## config.mk

```make
export PLATFORM = sky130hd
export DESIGN_NAME = npc3_dwell_calc
export DESIGN_NICKNAME = d
export VERILOG_FILES = /design/src/rtl/npc3_dwell_pkg.sv /design/src/rtl/npc3_sine_rom.sv /design/src/rtl/npc3_angle_fold.sv /design/src/rtl/npc3_region_pick.sv /design/src/rtl/npc3_dwell_calc.sv
export SDC_FILE = /design/constraint.sdc
export NUM_CORES = 2
export LEC_CHECK = 0
export BUFFER_PORTS_ARGS = -buffer_cell sky130_fd_sc_hd__clkbuf_2
export CAP_MARGIN = 0
export CORE_MARGIN = 4
export CORE_UTILIZATION = 25
export DETAILED_ROUTE_END_ITERATION = 16
export HOLD_SLACK_MARGIN = 0.15
export PLACE_DENSITY = 0.51
export SETUP_SLACK_MARGIN = 0.1
export SLEW_MARGIN = 20
export SYNTH_ARGS = -nofsm -noshare
export SYNTH_HDL_FRONTEND = slang
export SYNTH_SLANG_ARGS = --single-unit
```

## constraint.sdc

```tcl
create_clock -name clk -period 9.8 [get_ports clk]
set_input_delay 1.96 -clock clk [delete_from_list [all_inputs] [get_ports clk]]
set_output_delay 1.96 -clock clk [all_outputs]
set_load 0.005 [all_outputs]
```

## src/rtl/npc3_dwell_pkg.sv

```systemverilog
package npc3_dwell_pkg;
  typedef enum logic [1:0] {
    RGN_1 = 2'd0,
    RGN_2 = 2'd1,
    RGN_3 = 2'd2,
    RGN_4 = 2'd3
  } region_e;

  localparam int NUM_SECT = 6;
  localparam int NUM_RGN  = 4;
endpackage

```

## src/rtl/npc3_sine_rom.sv

```systemverilog
module npc3_sine_rom #(
  parameter int SECT_LOG2 = 7,
  parameter int SIN_W     = 12,
  localparam int IDX_W    = SECT_LOG2 + 1
) (
  input  logic [IDX_W-1:0] idx_a,
  input  logic [IDX_W-1:0] idx_b,
  output logic [SIN_W-1:0] sin_a,
  output logic [SIN_W-1:0] sin_b
);
  localparam int SECT_STEPS = 1 << SECT_LOG2;
  localparam int QW         = (3 * SECT_STEPS) / 2;
  localparam int TBL_AW     = $clog2(QW + 1);
  localparam int ONE        = 1 << (SIN_W - 1);

  function automatic int sine_code(input int k);
    real ph;
    ph = 3.14159265358979 * real'(k) / real'(2 * QW);
    return $rtoi($sin(ph) * real'(ONE) + 0.5);
  endfunction

  function automatic logic [TBL_AW-1:0] fold(input logic [IDX_W-1:0] i);
    int k;
    k = int'(i);
    if (k > QW) k = 2 * QW - k;
    if (k < 0) k = 0;
    return TBL_AW'(k);
  endfunction

  logic [SIN_W-1:0] tbl [QW+1];

  for (genvar g = 0; g <= QW; g++) begin : g_tbl
    assign tbl[g] = SIN_W'(sine_code(g));
  end

  assign sin_a = tbl[fold(idx_a)];
  assign sin_b = tbl[fold(idx_b)];
endmodule

```

## src/rtl/npc3_angle_fold.sv

```systemverilog
module npc3_angle_fold #(
  parameter int SECT_LOG2 = 7,
  parameter int ANG_W     = 10
) (
  input  logic [ANG_W-1:0]     angle,
  output logic [2:0]           sector,
  output logic [SECT_LOG2-1:0] theta
);
  localparam int FULL = npc3_dwell_pkg::NUM_SECT << SECT_LOG2;

  logic [ANG_W-1:0] wrapped;

  always_comb begin
    if (int'(angle) >= FULL) wrapped = angle - ANG_W'(FULL);
    else                     wrapped = angle;
  end

  assign sector = 3'(wrapped >> SECT_LOG2);
  assign theta  = wrapped[SECT_LOG2-1:0];
endmodule

```

## src/rtl/npc3_region_pick.sv

```systemverilog
module npc3_region_pick #(
  parameter int TS  = 1000,
  localparam int T_W = $clog2(TS + 1)
) (
  input  logic [T_W:0]                   a_t,
  input  logic [T_W:0]                   b_t,
  output npc3_dwell_pkg::region_e        region,
  output logic                           sub,
  output logic [T_W-1:0]                 ta,
  output logic [T_W-1:0]                 tb,
  output logic [T_W-1:0]                 tc
);
  import npc3_dwell_pkg::*;

  localparam int S_W = T_W + 3;

  logic signed [S_W-1:0] sa, sb, sc, tsv, two;
  logic signed [S_W-1:0] c_a [NUM_RGN];
  logic signed [S_W-1:0] c_b [NUM_RGN];
  logic signed [S_W-1:0] c_c [NUM_RGN];
  logic [NUM_RGN-1:0]    fit;
  logic [1:0]            sel;

  assign sa  = $signed({2'b00, a_t});
  assign sb  = $signed({2'b00, b_t});
  assign sc  = sa + sb;
  assign tsv = $signed(S_W'(TS));
  assign two = tsv + tsv;

  for (genvar g = 0; g < NUM_RGN; g++) begin : g_cand
    if (g == 0) begin : g_r1
      assign c_a[g] = sb;
      assign c_b[g] = tsv - sc;
      assign c_c[g] = sa;
    end else if (g == 1) begin : g_r2
      assign c_a[g] = tsv - sa;
      assign c_b[g] = sc - tsv;
      assign c_c[g] = tsv - sb;
    end else if (g == 2) begin : g_r3
      assign c_a[g] = two - sc;
      assign c_b[g] = sa;
      assign c_c[g] = sb - tsv;
    end else begin : g_r4
      assign c_a[g] = sa - tsv;
      assign c_b[g] = sb;
      assign c_c[g] = two - sc;
    end
    assign fit[g] = !c_a[g][S_W-1] && !c_b[g][S_W-1] && !c_c[g][S_W-1];
  end

  always_comb begin
    sel = 2'd3;
    for (int i = NUM_RGN - 1; i >= 0; i--) begin
      if (fit[i]) sel = 2'(i);
    end
  end

  function automatic logic [T_W-1:0] sat(input logic signed [S_W-1:0] x);
    if (x < 0)   return '0;
    if (x > tsv) return T_W'(TS);
    return T_W'(x);
  endfunction

  assign ta     = sat(c_a[sel]);
  assign tb     = sat(c_b[sel]);
  assign tc     = sat(c_c[sel]);
  assign region = region_e'(sel);
  assign sub    = (sel <= 2'd1) && (sa > sb);
endmodule

```

## src/rtl/npc3_dwell_calc.sv

```systemverilog
module npc3_dwell_calc #(
  parameter int SECT_LOG2 = 7,
  parameter int MA_W      = 12,
  parameter int SIN_W     = 12,
  parameter int TS        = 1000,
  localparam int ANG_W    = $clog2(npc3_dwell_pkg::NUM_SECT << SECT_LOG2),
  localparam int T_W      = $clog2(TS + 1)
) (
  input  logic             clk,
  input  logic             rst_n,
  input  logic             in_valid,
  output logic             in_ready,
  input  logic [ANG_W-1:0] in_angle,
  input  logic [MA_W-1:0]  in_ma,
  output logic             out_valid,
  input  logic             out_ready,
  output logic [2:0]       out_sector,
  output logic [1:0]       out_region,
  output logic             out_sub,
  output logic [T_W-1:0]   out_ta,
  output logic [T_W-1:0]   out_tb,
  output logic [T_W-1:0]   out_tc
);
  import npc3_dwell_pkg::*;

  localparam int SECT_STEPS = 1 << SECT_LOG2;
  localparam int IDX_W      = SECT_LOG2 + 1;
  localparam int MA_ONE     = 1 << (MA_W - 1);
  localparam int PROD_W     = MA_W + SIN_W + T_W;
  localparam int SHIFT      = (MA_W - 1) + (SIN_W - 1) - 1;

  logic adv;
  assign adv      = !out_valid || out_ready;
  assign in_ready = adv;

  // stage 0 combinational: fold angle, clamp index, look up sines
  logic [2:0]           sect0;
  logic [SECT_LOG2-1:0] theta0;
  logic [IDX_W-1:0]     idx_a0, idx_b0;
  logic [SIN_W-1:0]     sin_a0, sin_b0;
  logic [MA_W-1:0]      ma0;

  npc3_angle_fold #(.SECT_LOG2(SECT_LOG2), .ANG_W(ANG_W)) u_fold (
    .angle (in_angle),
    .sector(sect0),
    .theta (theta0)
  );

  assign idx_a0 = {1'b0, theta0};
  assign idx_b0 = IDX_W'(SECT_STEPS) - {1'b0, theta0};
  assign ma0    = (int'(in_ma) > MA_ONE) ? MA_W'(MA_ONE) : in_ma;

  npc3_sine_rom #(.SECT_LOG2(SECT_LOG2), .SIN_W(SIN_W)) u_rom (
    .idx_a(idx_a0),
    .idx_b(idx_b0),
    .sin_a(sin_a0),
    .sin_b(sin_b0)
  );

  // stage 1 registers
  logic             v1;
  logic [2:0]       sect1;
  logic [MA_W-1:0]  ma1;
  logic [SIN_W-1:0] sin_a1, sin_b1;

  always_ff @(posedge clk or negedge rst_n) begin
    if (!rst_n) begin
      v1 <= 1'b0; sect1 <= '0; ma1 <= '0; sin_a1 <= '0; sin_b1 <= '0;
    end else if (adv) begin
      v1     <= in_valid;
      sect1  <= sect0;
      ma1    <= ma0;
      sin_a1 <= sin_a0;
      sin_b1 <= sin_b0;
    end
  end

  // stage 1 combinational: scale products to sampling-period counts
  logic [PROD_W-1:0] prod_a, prod_b;
  logic [T_W:0]      a_t1, b_t1;

  assign prod_a = PROD_W'(ma1) * PROD_W'(sin_a1) * PROD_W'(TS);
  assign prod_b = PROD_W'(ma1) * PROD_W'(sin_b1) * PROD_W'(TS);
  assign a_t1   = (T_W+1)'(prod_a >> SHIFT);
  assign b_t1   = (T_W+1)'(prod_b >> SHIFT);

  // stage 2 registers
  logic         v2;
  logic [2:0]   sect2;
  logic [T_W:0] a_t2, b_t2;

  always_ff @(posedge clk or negedge rst_n) begin
    if (!rst_n) begin
      v2 <= 1'b0; sect2 <= '0; a_t2 <= '0; b_t2 <= '0;
    end else if (adv) begin
      v2    <= v1;
      sect2 <= sect1;
      a_t2  <= a_t1;
      b_t2  <= b_t1;
    end
  end

  // stage 2 combinational: region choice and dwell formulas
  region_e        rgn2;
  logic           sub2;
  logic [T_W-1:0] ta2, tb2, tc2;

  npc3_region_pick #(.TS(TS)) u_pick (
    .a_t   (a_t2),
    .b_t   (b_t2),
    .region(rgn2),
    .sub   (sub2),
    .ta    (ta2),
    .tb    (tb2),
    .tc    (tc2)
  );

  // stage 3 output registers
  always_ff @(posedge clk or negedge rst_n) begin
    if (!rst_n) begin
      out_valid <= 1'b0; out_sector <= '0; out_region <= '0; out_sub <= 1'b0;
      out_ta <= '0; out_tb <= '0; out_tc <= '0;
    end else if (adv) begin
      out_valid  <= v2;
      out_sector <= sect2;
      out_region <= rgn2;
      out_sub    <= sub2;
      out_ta     <= ta2;
      out_tb     <= tb2;
      out_tc     <= tc2;
    end
  end
endmodule

```

=== Yosys cells after proc, flatten, opt, wreduce, memory -nomap -nowiden ===
Memories as Yosys holds them, arrays and structs flattened. A register that Yosys moved wholly into a read port is not among the register bits.
Index checks and enable logic that the tools add are counted.

* Multipliers: 4
* Magnitude comparators: 15
* Reductions and logical operators: 13
* Muxes and demuxes: 39
* $add $sub $neg: 12
* Bitwise operators: 3

{| class="wikitable"
|+ Operators with widths
! cell !! number
|-
| 10-bit 2-to-1 mux || 13
|-
| 13-bit binary-select mux with 2-bit select || 3
|-
| 13-bit 2-to-1 mux || 6
|-
| 32-bit by 1-bit less-than comparator with 1-bit output, second input constant || 2
|-
| 32-bit 2-to-1 mux || 2
|-
| 24-bit by 7-bit multiplier with 29-bit output, second input constant || 2
|-
| 12-bit by 12-bit multiplier with 24-bit output || 2
|-
| 13-bit by 11-bit greater-than comparator with 1-bit output, second input constant || 3
|-
| 13-bit by 1-bit less-than comparator with 1-bit output, second input constant || 3
|-
| 10-bit by 11-bit subtractor with 12-bit output, first input constant || 2
|-
| 11-bit by 10-bit subtractor with 12-bit output, second input constant || 2
|-
| 8-bit inverter with 9-bit output || 2
|-
| 8-bit 2-to-1 mux || 2
|-
| 11-bit by 13-bit subtractor with 13-bit output, first input constant || 1
|-
| 12-bit by 13-bit subtractor with 13-bit output, first input constant || 1
|-
| 13-bit by 11-bit subtractor with 13-bit output, second input constant || 1
|-
| 11-bit by 11-bit adder with 12-bit output || 1
|-
| 12-bit greater-than comparator, second input constant || 1
|-
| 12-bit 2-to-1 mux || 1
|-
| 11-bit greater-than comparator || 1
|-
| 10-bit >= comparator, second input constant || 1
|-
| 1-bit 2-to-1 mux || 10
|-
| 10-bit subtractor, second input constant || 1
|-
| 9-bit by 7-bit subtractor with 10-bit output, first input constant || 1
|-
| 11 further kinds || 22
|}

* Register bits after elaboration: 79
* Memories: 2
* Word-level logic and storage cells: 102
* Output and inout bits: 38
* Bits in read-only memories: 6144
* Input bits: 26

{| class="wikitable"
|+ Memory list
! name !! depth !! bits a word !! read ports !! clocked after Yosys merged registers in !! write ports !! RTL line !! RTL
|-
| (no name shown) || 256 || 12 || 1 || 1 || 0 || npc3_sine_rom.sv:36 || <nowiki>assign sin_a = tbl[fold(idx_a)];</nowiki>
|-
| (no name shown) || 256 || 12 || 1 || 1 || 0 || npc3_sine_rom.sv:37 || <nowiki>assign sin_b = tbl[fold(idx_b)];</nowiki>
|}

=== Depth between registers and ports, before layout ===
* Depth after elaboration: 16
* Depth in mapped cells: 39
* Depth with buffers taken out: 38

=== Modules after synthesis ===
A second synthesis with hierarchy kept.

* Cell total of the unflattened synthesis: 3663
* Area total of the unflattened synthesis: 29533.3 µm²

{| class="wikitable"
|+ By module, submodules not included
! module !! times used !! area an instance (µm²) !! cells an instance !! seq. area each (µm²)
|-
| npc3_dwell_calc || 1 || 20287.0 || 2261 || 2577.5
|-
| npc3_sine_rom || 1 || 5276.3 || 825 || 0.0
|-
| npc3_region_pick || 1 || 3895.0 || 567 || 0.0
|-
| npc3_angle_fold || 1 || 75.1 || 10 || 0.0
|}

=== Least setup slack after synthesis ===
No wires, ideal clock.

* Path kind: register -> register
* Start point: register ma1[7]
* End point: register a_t2[10]
* Setup slack: 667 ps
* Stages on the path, launching flop included: 34
* Period minus slack after synthesis: 9133 ps
* Required time: 9667 ps
* Setup time: 133 ps
* Arrival time: 9000 ps
* Cells stage by stage: dfrtp_1 > clkbuf_1 > nand2_1 > fa_1 > fa_1 > fa_1 > inv_1 > fa_1 > inv_1 > fa_1 > inv_1 > ha_1 > a21oi_1 > o21ai_0 > a41oi_1 > nor4b_1 > o31ai_1 > or2_2 > xor2_1 > fa_1 > fa_1 > inv_1 > fa_1 > fa_1 > inv_1 > ha_1 > or2_2 > a21oi_1 > a21oi_1 > a21oi_1 > o21bai_1 > a21oi_1 > xnor2_1 > o21ai_0

* Word-level cells in the longest chain between the ends: 2

{| class="wikitable"
|+ RTL lines
! what !! RTL line !! RTL
|-
| start, declared || npc3_dwell_calc.sv:63 || <nowiki>logic [MA_W-1:0] ma1;</nowiki>
|-
| start signal, assigned || npc3_dwell_calc.sv:72 || <nowiki>ma1 <= ma0;</nowiki>
|-
| 12-bit by 12-bit multiplier with 24-bit output || npc3_dwell_calc.sv:82 || <nowiki>assign prod_a = PROD_W'(ma1) * PROD_W'(sin_a1) * PROD_W'(TS);</nowiki>
|-
| 24-bit by 7-bit multiplier with 29-bit output || npc3_dwell_calc.sv:82 ||
|-
| end signal, assigned || npc3_dwell_calc.sv:98 || <nowiki>a_t2 <= a_t1;</nowiki>
|-
| end, declared || npc3_dwell_calc.sv:90 || <nowiki>logic [T_W:0] a_t2, b_t2;</nowiki>
|}

Every way passes these cells.
A chain may end at the register's enable or synchronous reset.

=== Worst setup path in the final report ===
* Start point: register ma1[5]
* End point: register b_t2[10]

* Word-level cells in the longest chain between the ends: 2

{| class="wikitable"
|+ RTL lines
! what !! RTL line !! RTL
|-
| 12-bit by 12-bit multiplier with 24-bit output || npc3_dwell_calc.sv:83 || <nowiki>assign prod_b = PROD_W'(ma1) * PROD_W'(sin_b1) * PROD_W'(TS);</nowiki>
|-
| 24-bit by 7-bit multiplier with 29-bit output || npc3_dwell_calc.sv:83 ||
|-
| end signal, assigned || npc3_dwell_calc.sv:99 || <nowiki>b_t2 <= b_t1;</nowiki>
|-
| end, declared || npc3_dwell_calc.sv:90 ||
|}

Every way passes these cells.

==> flow_summary_export.csv <==
group,metric,value,unit
run_status,status,"finished clean",
cts,post_cts_buffers,0,
finish,multi_input_area,0.0208,sq mm
yosys,ys_seq_area_share,9.82,%
finish,layout.nets,3864,
cts,htreeDepth,3,
finish,n_antenna_cell,0,
cts,clkSinkCount,102,
cts,insertion_delay,400,ps
timing,fin_tns_setup,0,ps
cts,cts-resized-gates,0,
finish,seqCellArea,0.00256,sq mm
critical_path,cpPeakStageDelay,530,ps
timing,max_slew_margin,29.8,%
cts,cts_tree,"built",
finish,num-fill-cells,11200,
worst_hold_path,hp-class,"reg -> reg",
yosys,async_reset_ff_share,100,%
finish,drive_gt1_share,7.26,%
routing,wl_per_cell,16.8,um
floorplanning,start_util,25.4,%
timing,clock_skew,15.3,ps
global_route,grtUsageMet1,20.3,%
global_route,antenna_found_initial,3,
yosys,synth_edf_count,0,
yosys,synth_area_per_cell,8.11,sq um
floorplanning,rows,117,
yosys,ys_types,90,
cts,clockRootBuffer,"clkbuf_16",
timing,fmax,0.108,GHz
finish,final_util,27.7,%
routing,avgViaCountPerCell,4.78,
timing,setup_viol,0,
critical_path,crit_buf_inv,7,
critical_path,cp.required,10070,ps
timing,min_period,9240,ps
critical_path,startpoint_type,"register",
yosys,synth_area_leaders,"fa_1, ha_1, dfrtp_1",
timing,hold_viol,0,
critical_path,path_common_cell,"fa_1",
global_route,grtUsageMet2,22.4,%
yosys,synthTopCellsByCount,"inv_1, nand2_1, fa_1",
critical_path,critPathTopFamily,"adder cells",
routing,num_vias,21800,
critical_path,arrival,9510,ps
critical_path,path_max_fanout,17,
timing,worst_slew_pin_slew,1050,ps
yosys,synth_top_area_cell,"fa_1",
floorplanning,die_area,0.109,sq mm
cts,cts_buffers,9,
global_route,grt-ovfl-total,0,
routing,firstDrtPassIters,6,
global_route,top_usage_layer,"met2",
placement,gp_congestion,0.872,
cts,path_clk_slew,90,ps
yosys,ys_dominant_reg_cell,"dfrtp_1",
yosys,synth_seq_cells,102,
critical_path,crit_path_end_kind,"register",
routing,drc,0,
global_route,grt_usage,14.1,%
global_route,grt_max_degree,74,
floorplanning,die_w,330,um
yosys,yosysMostFrequentCell,"inv_1",
placement,dp.cells,4548,
yosys,syn_nets,3876,
timing,rsz0062_at_grt,"yes",
yosys,yosys_warnings,0,
yosys,synth_area,0.0260,sq mm
global_route,gr-usage-met3,1.99,%
finish,syn2layout_area_growth,9.40,%
global_route,grt_pass1_wl,123000,um
cts,clockBufferDepth,2,
routing,drtIter0Drc,1656,
placement,hpwl,61800,um
timing,slew_viol_final,0,
routing,ant_nets,0,
yosys,synthCells,3203,
routing,wl,76800,um
placement,port_buffers,63,
global_route,grt_pass1_vias,21700,
floorplanning,fp.dieH,330,um
cts,ctsHoldBuffers,0,
flow_run,maxCapViolCount,0,
timing,finalCritPeriodShare,94.2,%
yosys,synth.top_cell.area_share,27.0,%
floorplanning,fp.coreArea,0.102,sq mm
critical_path,worstSetupPathType,"reg -> reg",
floorplanning,io_pins,64,
critical_path,cp_slowest_cell,"fa_1",
finish,fin_cells,4564,
-- through the flow --
stage / cell area, sq um / worst slack (ps) / hold WS [ps]
2_1_floorplan: 26000 / 667 / 430
3_3_place_gp: 28000 / 250 / 445
3_5_place_dp: 28000 / 206 / 451
4_1_cts: 28300 / 140 / 473
5_1_grt: 28400 / 90.1 / 495
6_report: 28400 / 564 / 468
-- metal layers --
metal,part of all wire (%),vias to the layer above
li1,-,10400
met1,47,10700
met2,45,570
met3,5.6,97
met4,2.3,2
met5,0.017,-
-- final timing paths --
| kind | startpoint | to | slack, ps | depth (start not counted) |
|---|---|---|---|---|
| setup / recovery | ma1[5] | b_t2[10] | 560 | 34 |
| hold / removal | v2 | out_valid | 470 | 1 |
| setup reg to reg | ma1[5] | b_t2[10] | 560 | 34 |
| hold reg to reg | v2 | out_valid | 470 | 1 |
| max in group asynchronous | rst_n | out_valid | 6760 | 3 |
| min in group asynchronous | rst_n | out_ta[7] | 1460 | 1 |
-- placed cells by master (no fill, tap or decap), types with 12 or more instances in the layout --
master    instances
buf_4            87
and3_1           14
nand3_1          48
mux2i_1          19
o21a_1           14
o22ai_1          13
a21o_1           23
a31oi_1          30
a211oi_1         28
o31ai_1          23
xnor2_1          82
o211ai_1         25
inv_1           549
nor2_1          184
o21ai_0         152
and2_1          129
clkbuf_2         62
a21oi_1         172
a22o_1           12
fa_1            351
nor3_1           61
nand2_1         381
nor2b_1          21
xor2_1           36
dfrtp_1          92
ha_1            296
nand2b_1         23
o21bai_1         13
a311oi_1         12
-- logic make-up after synthesis --
logic type / share of synthesized area (%)
buf+inv: 10.6
compound gates: 15.8
xor+xnor: 4.31
simple gates: 16.8
fa+ha+maj: 41.3
mux: 1.38
flops: 9.82
-- layout make-up --
cell class / count / area share (%)
flip-flops and latches: 102 / 9.02
multi-input cells: 2373 / 73.1
inverters: 556 / 7.35
clock inverters: 7 / 0.304
clock buffers: 9 / 0.792
repair buffers: 149 / 3.39
well taps: 1368 / 6.02
-- flip-flops by register name (all words and copies together) (netlist names), 10 cells and up --
signal,cells
ma1,12
sin_a1,11
a_t2,11
sin_b1,12
out_tb,10
out_ta,10
out_tc,10
b_t2,11
Power is left out: the tool's default activity adds up to more than one toggle a clock period on the data nets, which glitch-free logic cannot reach.
